`config.mk`:
```
export PLATFORM = sky130hd
export DESIGN_NAME = paged_ea_gen
export DESIGN_NICKNAME = d
export VERILOG_FILES = /design/src/rtl/paged_ea_pkg.sv /design/src/rtl/ea_direct_addr.sv /design/src/rtl/ea_window_match.sv /design/src/rtl/ea_ptr_incr.sv /design/src/rtl/paged_ea_gen.sv
export SDC_FILE = /design/constraint.sdc
export NUM_CORES = 1
export LEC_CHECK = 0
export BUFFER_PORTS_ARGS = -buffer_cell sky130_fd_sc_hd__clkbuf_2
export CORE_MARGIN = 2
export CORE_UTILIZATION = 35
export CTS_CLUSTER_DIAMETER = 50
export DETAILED_ROUTE_END_ITERATION = 10
export HOLD_SLACK_MARGIN = 0.02
export PLACE_DENSITY_LB_ADDON = 0.1
export SLEW_MARGIN = 20
export SYNTH_ARGS = -nofsm -noshare
export SYNTH_HDL_FRONTEND = slang
export SYNTH_SLANG_ARGS = --single-unit
```
`constraint.sdc`:
```
create_clock -name clk -period 1.5 [get_ports clk]
set_input_delay 0 -clock clk [delete_from_list [all_inputs] [get_ports clk]]
set_output_delay 0 -clock clk [all_outputs]
set_load 0.01 [all_outputs]
```
`src/rtl/paged_ea_pkg.sv`:
```
package paged_ea_pkg;
  typedef enum logic [1:0] {
    EA_IDLE = 2'd0,
    EA_PTR  = 2'd1,
    EA_USE  = 2'd2,
    EA_WB   = 2'd3
  } ea_state_e;
endpackage

```
`src/rtl/ea_direct_addr.sv`:
```
module ea_direct_addr #(
  parameter int WORD_W = 12,
  parameter int OFF_W  = 7
) (
  input  logic [WORD_W-1:0] instr,
  input  logic [WORD_W-1:0] instr_addr,
  output logic [WORD_W-1:0] dir_addr,
  output logic              indirect
);
  localparam int PAGE_W = WORD_W - OFF_W;

  logic page_sel;

  always_comb begin
    page_sel = instr[OFF_W];
    indirect = instr[OFF_W+1];
    if (page_sel)
      dir_addr = {instr_addr[WORD_W-1:OFF_W], instr[OFF_W-1:0]};
    else
      dir_addr = {{PAGE_W{1'b0}}, instr[OFF_W-1:0]};
  end
endmodule

```
`src/rtl/ea_window_match.sv`:
```
module ea_window_match #(
  parameter int WORD_W = 12,
  parameter int BASE   = 8,
  parameter int LEN    = 8
) (
  input  logic [WORD_W-1:0] addr,
  output logic              hit
);
  localparam logic [WORD_W-1:0] LO = WORD_W'(BASE);
  localparam logic [WORD_W-1:0] HI = WORD_W'(BASE + LEN - 1);

  always_comb hit = (addr >= LO) && (addr <= HI);
endmodule

```
`src/rtl/ea_ptr_incr.sv`:
```
module ea_ptr_incr #(
  parameter int WORD_W = 12
) (
  input  logic [WORD_W-1:0] ptr,
  output logic [WORD_W-1:0] ptr_next
);
  always_comb ptr_next = ptr + WORD_W'(1);
endmodule

```
`src/rtl/paged_ea_gen.sv`:
```
module paged_ea_gen
  import paged_ea_pkg::*;
#(
  parameter int WORD_W   = 12,
  parameter int OFF_W    = 7,
  parameter int AIX_BASE = 8,
  parameter int AIX_LEN  = 8
) (
  input  logic              clk,
  input  logic              rst,
  input  logic              start,
  input  logic [WORD_W-1:0] instr,
  input  logic [WORD_W-1:0] instr_addr,
  input  logic [WORD_W-1:0] mem_rdata,
  output logic              mem_rd,
  output logic              mem_wr,
  output logic [WORD_W-1:0] mem_addr,
  output logic [WORD_W-1:0] mem_wdata,
  output logic              done,
  output logic [WORD_W-1:0] eff_addr
);
  ea_state_e         state;
  logic [WORD_W-1:0] dir_addr;
  logic              indirect;
  logic              win_hit;
  logic              aix_q;
  logic [WORD_W-1:0] ptr_inc;
  logic              busy;

  ea_direct_addr #(.WORD_W(WORD_W), .OFF_W(OFF_W)) u_direct (
    .instr      (instr),
    .instr_addr (instr_addr),
    .dir_addr   (dir_addr),
    .indirect   (indirect)
  );

  ea_window_match #(.WORD_W(WORD_W), .BASE(AIX_BASE), .LEN(AIX_LEN)) u_window (
    .addr (dir_addr),
    .hit  (win_hit)
  );

  ea_ptr_incr #(.WORD_W(WORD_W)) u_incr (
    .ptr      (mem_rdata),
    .ptr_next (ptr_inc)
  );

  assign busy = (state != EA_IDLE);

  always_ff @(posedge clk) begin
    if (rst) begin
      state     <= EA_IDLE;
      mem_rd    <= 1'b0;
      mem_wr    <= 1'b0;
      mem_addr  <= '0;
      mem_wdata <= '0;
      done      <= 1'b0;
      eff_addr  <= '0;
      aix_q     <= 1'b0;
    end else begin
      done   <= 1'b0;
      mem_rd <= 1'b0;
      mem_wr <= 1'b0;
      unique case (state)
        EA_IDLE: begin
          if (start) begin
            if (indirect) begin
              mem_rd   <= 1'b1;
              mem_addr <= dir_addr;
              aix_q    <= win_hit;
              state    <= EA_PTR;
            end else begin
              eff_addr <= dir_addr;
              done     <= 1'b1;
            end
          end
        end
        EA_PTR: state <= EA_USE;
        EA_USE: begin
          if (aix_q) begin
            mem_wr    <= 1'b1;
            mem_wdata <= ptr_inc;
            eff_addr  <= ptr_inc;
            state     <= EA_WB;
          end else begin
            eff_addr <= mem_rdata;
            done     <= 1'b1;
            state    <= EA_IDLE;
          end
        end
        EA_WB: begin
          done  <= 1'b1;
          state <= EA_IDLE;
        end
        default: state <= EA_IDLE;
      endcase
    end
  end
endmodule

```
# After elaboration in Yosys (flattened, before gate mapping)

Index checks and enable logic that the tools add are counted.

Bits of input ports: 39
Register bits after elaboration: 42
Output and inout bits: 39
Word-level logic and storage cells: 44

Muxes and demuxes: 15
Bitwise gates (word level): 3
Add/subtract/negate cells: 1
Eq/ne operators: 6
Reductions and logical operators: 9
Magnitude comparators: 2

Operators by type and width:

| operator              | count |
|---|---|
| $mux 12               | 4 |
| $pmux 12 s2           | 1 |
| $add 12x1->12 const B | 1 |
| $ge 12x4->1 const B   | 1 |
| $le 12x4->1 const B   | 1 |
| $pmux 2 s4            | 1 |
| $mux 2                | 3 |
| $ne 2x2->1 const B    | 3 |
| $reduce_and 3->1      | 2 |
| $mux 1                | 5 |
| $eq 2x2->1 const B    | 2 |
| $reduce_and 2->1      | 2 |
| $not 1->1             | 3 |
| $pmux 1 s3            | 1 |
| $reduce_or 3->1       | 1 |
| $eq 2x1->1 const B    | 1 |
| $logic_not 2->1       | 1 |
| $reduce_bool 2->1     | 1 |
| $reduce_or 2->1       | 1 |
| $logic_and 1x1->1     | 1 |

# Longest topological paths before layout

Depth in word-level cells: 4
Gate-level depth with buffers: 7
Gate-level depth less buffers: 5

# By module

From an unflattened synthesis, not the netlist that was laid out.

Cell total of the unflattened synthesis: 243
Area, all modules: 2,055.7 sq um

By module, submodules not included:

| module          | times used | cells an instance | area each (sq um) | sequential area each (sq um) |
|---|---|---|---|---|
| paged_ea_gen    | 1          | 197               | 1,742.9           | 840.8 |
| ea_ptr_incr     | 1          | 29                | 198.9             | 0.0 |
| ea_direct_addr  | 1          | 13                | 91.3              | 0.0 |
| ea_window_match | 1          | 4                 | 22.5              | 0.0 |

# Worst setup path after synthesis

OpenSTA, ideal clock, no wires.

Path kind: reg2reg
Start point: register state[0]
End point: register eff_addr[9]
Period minus slack after synthesis: 1,312 ps
Data required time: 1,368 ps
Cell stages (with the launch flop): 7
Arrival time: 1,181 ps
Path buffers: 2
Slack: 188 ps
Library setup time: 132 ps
Path through: dfxtp_1 buf_2 nand2b_1 buf_2 and3_1 a311oi_1 o32ai_1

Longest elaborated chain between the ends: 3
Elaborated cells between the ends (all ways): 7
Those cells by class: eq/ne (3); mux (1); reduce/logical (3)

Ends and longest elaborated chain:

| item                                                                    | line               | RTL |
|---|---|---|
| start: declaration                                                      | paged_ea_gen.sv:22 | `ea_state_e state;` |
| start signal: assignment                                                | paged_ea_gen.sv:51 | `state <= EA_IDLE;` |
| start signal: assignment                                                | paged_ea_gen.sv:70 | `state <= EA_PTR;` |
| start signal: assignment                                                | paged_ea_gen.sv:77 | `EA_PTR: state <= EA_USE;` |
| $eq 2x2->1 / $logic_not 2->1 (equally long branches)                    | paged_ea_gen.sv:63 | `unique case (state)` |
| $reduce_bool 2->1 (no source line) / $ne 2x2->1 (equally long branches) | -                  |  |
| $reduce_and 3->1 (no source line)                                       | -                  |  |
| end signal: assignment                                                  | paged_ea_gen.sv:72 | `eff_addr <= dir_addr;` |
| end signal: assignment                                                  | paged_ea_gen.sv:82 | `eff_addr <= ptr_inc;` |
| end signal: assignment                                                  | paged_ea_gen.sv:85 | `eff_addr <= mem_rdata;` |
| end: declaration                                                        | paged_ea_gen.sv:20 | `output logic [WORD_W-1:0] eff_addr` |

Parallel ways exist; a longest one is shown, timed or not.
A chain may end at the register's enable or synchronous reset.

# Worst setup path after layout

Start point: register state[1]
End point: register mem_addr[8]

Longest elaborated chain between the ends: 2

Ends and longest elaborated chain:

| item                              | line               | RTL |
|---|---|---|
| $logic_not 2->1                   | paged_ea_gen.sv:63 |  |
| $reduce_and 3->1 (no source line) | -                  |  |
| end signal: assignment            | paged_ea_gen.sv:68 | `mem_addr <= dir_addr;` |
| end: declaration                  | paged_ea_gen.sv:17 | `output logic [WORD_W-1:0] mem_addr,` |

No other way between the ends.

==> flow_summary.json <==
{
  "holdWs_ns": 0.0408,
  "clock.fmax_mhz": 723,
  "dieArea_um2": 6540,
  "dp_cells": 382,
  "tightest_slew_ns": 0.430,
  "drc": 0,
  "yosys.area_share.simple_pct": 25.4,
  "grt_first_pass_wirelength_um": 8770,
  "path_clk_slew_ns": 0.08,
  "rows": 27,
  "core_um2": 5610,
  "slew_violations": 0,
  "arrival_ns": 1.60,
  "die_w_um": 80.9,
  "hold_violations": 0,
  "swShare_pct": 26.6,
  "vias": 2011,
  "syn_area_um2": 2070,
  "hold_class": "in -> reg",
  "num_antenna_cells": 0,
  "cts_buffers": 5,
  "r2r_end": "mem_addr[8]$_SDFFE_PP0P_",
  "slew_headroom_pct": 71.3,
  "layout.nets": 371,
  "critPathMostFrequentCell": "buf_4",
  "p_clk_share_pct": 32.2,
  "syn2layout_area_growth_pct": 32.6,
  "cap_violations": 0,
  "grt_antenna_before_repair": 0,
  "p_sw_w": 0.000609,
  "cts_tree": "yes",
  "ir_worst_vdd_uv": 333,
  "rsz0062_at_grt": "no",
  "start_util_pct": 36.9,
  "synth_cell_types": 47,
  "grt_usage_pct": 17.5,
  "pwr-share-comb_pct": 16.4,
  "synth-adder-area-share_pct": 0.605,
  "r2r_slack_ns": 0.12,
  "crit_family": "simple AND/OR/NAND/NOR gates",
  "dp_hpwl_um": 4140,
  "layout.cells.non_filler": 402,
  "tns_ns": 0,
  "status": "complete, no violations",
  "crit_chain": "buf_4 > nor3b_2 > and2_1 > buf_4 > nand3_1 > a21oi_1",
  "intPower_w": 0.00168,
  "syn-num-nets": 284,
  "power.density_nw_per_um2": 835,
  "crit_type": "reg -> reg",
  "worst_hold_path.endpoint": "done$_SDFF_PP0_",
  "numClockSinks": 42,
  "fill_cells": 620,
  "synth.mux.area_fraction_pct": 0.969,
  "dr.pass1.iters": 4,
  "crit_fanout": 13,
  "routed_via_density": 5.00,
  "hp-start": "instr[8]",
  "overflow": 0,
  "synth-xor-area-share_pct": 3.81,
  "drive_gt1_share_pct": 32.1,
  "crit_path_start_kind": "flop",
  "ioPinCount": 78,
  "seqPwrFrac_pct": 51.4,
  "synthFlopType": "dfxtp_1",
  "ys_seq_area_share_pct": 40.7,
  "skew_ns": 0.00438,
  "required_ns": 1.72,
  "crit_buf_inv": 2,
  "drtIter0Drc": 119,
  "htreeDepth": 2,
  "setup_violations": 0,
  "grt_max_degree": 19,
  "finalWeightedCongestion": 0.734,
  "clock_latency_ns": 0.29,
  "wl_per_cell_um": 13.8,
  "power.leakage_nw": 1.12,
  "antenna_left": 0,
  "synth_cells": 244,
  "synth-seq-cells": 42,
  "cts_setup_buffers": 0,
  "postRouteWirelength_um": 5540,
  "r2r-start": "state[1]$_SDFFE_PP0P_",
  "slowest_stage": "dfxtp_2",
  "min_period_over_period_pct": 92.2,
  "clk_path_buf_depth": 2,
  "synth_top_family_by_area": "simple AND/OR/NAND/NOR gates",
  "min_period_ns": 1.38,
  "max_stage_delay_ns": 0.35,
  "rr_worst_depth": 6,
  "die_y_um": 80.9,
  "grt_pass1_vias": 1806,
  "async_flop_share_pct": 0,
  "whs_path_depth": 3,
  "ys_warn_count": 0,
  "critPathCaptureType": "flop",
  "synth_compound_area_share_pct": 21.2,
  "synth_edf_count": 0,
  "cts_root_buf": "clkbuf_8",
  "syn_avg_cell_area_um2": 8.47,
  "io_buffers": 67
}
-- timing repair --
item / CTS / global route
hold buffers: 14 / 0
gates resized for setup: 0 / 6
setup endpoints to repair: 0 / 9
endpoints found under the hold margin: 13 / 0
-- cell usage after synthesis, types with 2 or more instances --
cell / n / area share [%]
a211o_1: 3 / 1.3
a211oi_1: 6 / 2.2
a211oi_2: 2 / 1.2
a21oi_1: 26 / 6.3
a311oi_1: 6 / 2.5
a31oi_1: 3 / 0.91
and2_1: 2 / 0.61
and3_1: 4 / 1.2
buf_2: 5 / 1.2
buf_4: 4 / 1.5
buf_6: 4 / 2.2
clkbuf_1: 6 / 1.1
dfxtp_1: 42 / 41
inv_1: 6 / 1.1
mux2i_1: 2 / 0.97
nand2_1: 40 / 7.3
nand2b_1: 3 / 0.91
nand3_1: 10 / 2.4
nand3b_1: 2 / 0.73
nand4_1: 2 / 0.61
nand4_4: 2 / 2.1
nor2_1: 18 / 3.3
nor2b_1: 2 / 0.61
nor3_1: 4 / 0.97
nor4_1: 2 / 0.61
o211ai_1: 2 / 0.73
o21a_1: 3 / 1.1
o21ai_0: 6 / 1.5
o21bai_1: 2 / 0.73
xnor2_1: 4 / 1.7
xor2_1: 5 / 2.1
-- worst max path at each step --
stage,end,start,slack (ns),depth (start not counted)
2_1_floorplan,eff_addr[9]$_SDFFE_PP0P_,state[0]$_SDFFE_PP0P_,0.19,6
3_3_place_gp,eff_addr[9]$_SDFFE_PP0P_,state[1]$_SDFFE_PP0P_,0.07,5
3_5_place_dp,eff_addr[3]$_SDFFE_PP0P_,state[1]$_SDFFE_PP0P_,0.05,4
4_1_cts,eff_addr[3]$_SDFFE_PP0P_,state[1]$_SDFFE_PP0P_,0.03,4
5_1_grt,mem_addr[10]$_SDFFE_PP0P_,state[1]$_SDFFE_PP0P_,0.03,6
6_report,mem_addr[8]$_SDFFE_PP0P_,state[1]$_SDFFE_PP0P_,0.12,6
-- cell families (layout without fill, tap and decap cells) --
family,after synthesis,in the layout
buf+inv,26,112
mux,2,2
compound gates,66,66
xor+xnor,9,9
flops,42,42
simple gates,98,98
fa+ha+maj,1,1
-- cell usage in the layout (no fill, tap or decap), types with 2 or more instances in the layout --
master	n
a211o_1	3
a211oi_1	6
a211oi_2	2
a21oi_1	26
a311oi_1	6
a31oi_1	3
and2_1	2
and3_1	4
buf_4	19
clkbuf_2	67
clkbuf_8	6
dfxtp_1	40
dfxtp_2	2
dlygate4sd3_1	14
inv_1	6
mux2i_1	2
nand2_1	40
nand2b_1	2
nand3_1	10
nand3b_1	2
nand4_1	2
nand4_4	2
nor2_1	18
nor2b_1	2
nor3_1	4
nor4_1	2
o211ai_1	2
o21a_1	3
o21ai_0	5
o21ai_1	2
xnor2_1	4
xor2_1	5
-- tightest hold or removal path: stages --
cell      delay [ns]
clkbuf_2        0.13
nand2b_1        0.11
a21oi_1         0.05
-- power groups by stage --
stage	logic, W	registers (W)	clock network (W)
3_3_place_gp	0.000346	0.00120	0
4_1_cts	0.000375	0.00118	0.000764
3_5_place_dp	0.000346	0.00120	0
5_1_grt	0.000412	0.00118	0.000821
2_1_floorplan	0.000179	0.00122	0
6_report	0.000374	0.00118	0.000737
-- final cells by class --
cell class / instances / area (um2) / area share [%]
tap: 72 / 90.1 / 3.29
inverter: 6 / 22.5 / 0.822
multi-input combinational: 176 / 1080 / 39.5
timing repair buffer: 100 / 618 / 22.6
sequential: 42 / 843 / 30.8
clock buffer: 6 / 82.6 / 3.01
-- stage by stage --
stage	utilization [%]	setup slack (ns)	power, W	cell area [um2]
2_1_floorplan	-	0.188	0.00140	2070
3_3_place_gp	44.7	0.0722	0.00155	2510
3_5_place_dp	44.7	0.0542	0.00155	2510
4_1_cts	48.7	0.0292	0.00232	2730
5_1_grt	48.9	0.0319	0.00242	2740
6_report	48.9	0.117	0.00229	2740
-- state kept, by name (all words and copies together) (netlist names) --
| signal | cells |
|---|---|
| aix_q | 1 |
| mem_wdata | 12 |
| mem_addr | 12 |
| mem_rd | 1 |
| state | 2 |
| done | 1 |
| mem_wr | 1 |
| eff_addr | 12 |
-- routing by layer --
layer / part of all wire, % / routed length (um) / vias up / global-route usage (%)
met5: 0 / 0 / - / 0
met4: 1.2 / 64 / 0 / 6.61
met3: 4.8 / 264 / 7 / 4.56
met2: 47 / 2590 / 43 / 27.7
met1: 47 / 2630 / 926 / 22.9
li1: - / - / 1035 / -
(Power assumes the default switching activity.)
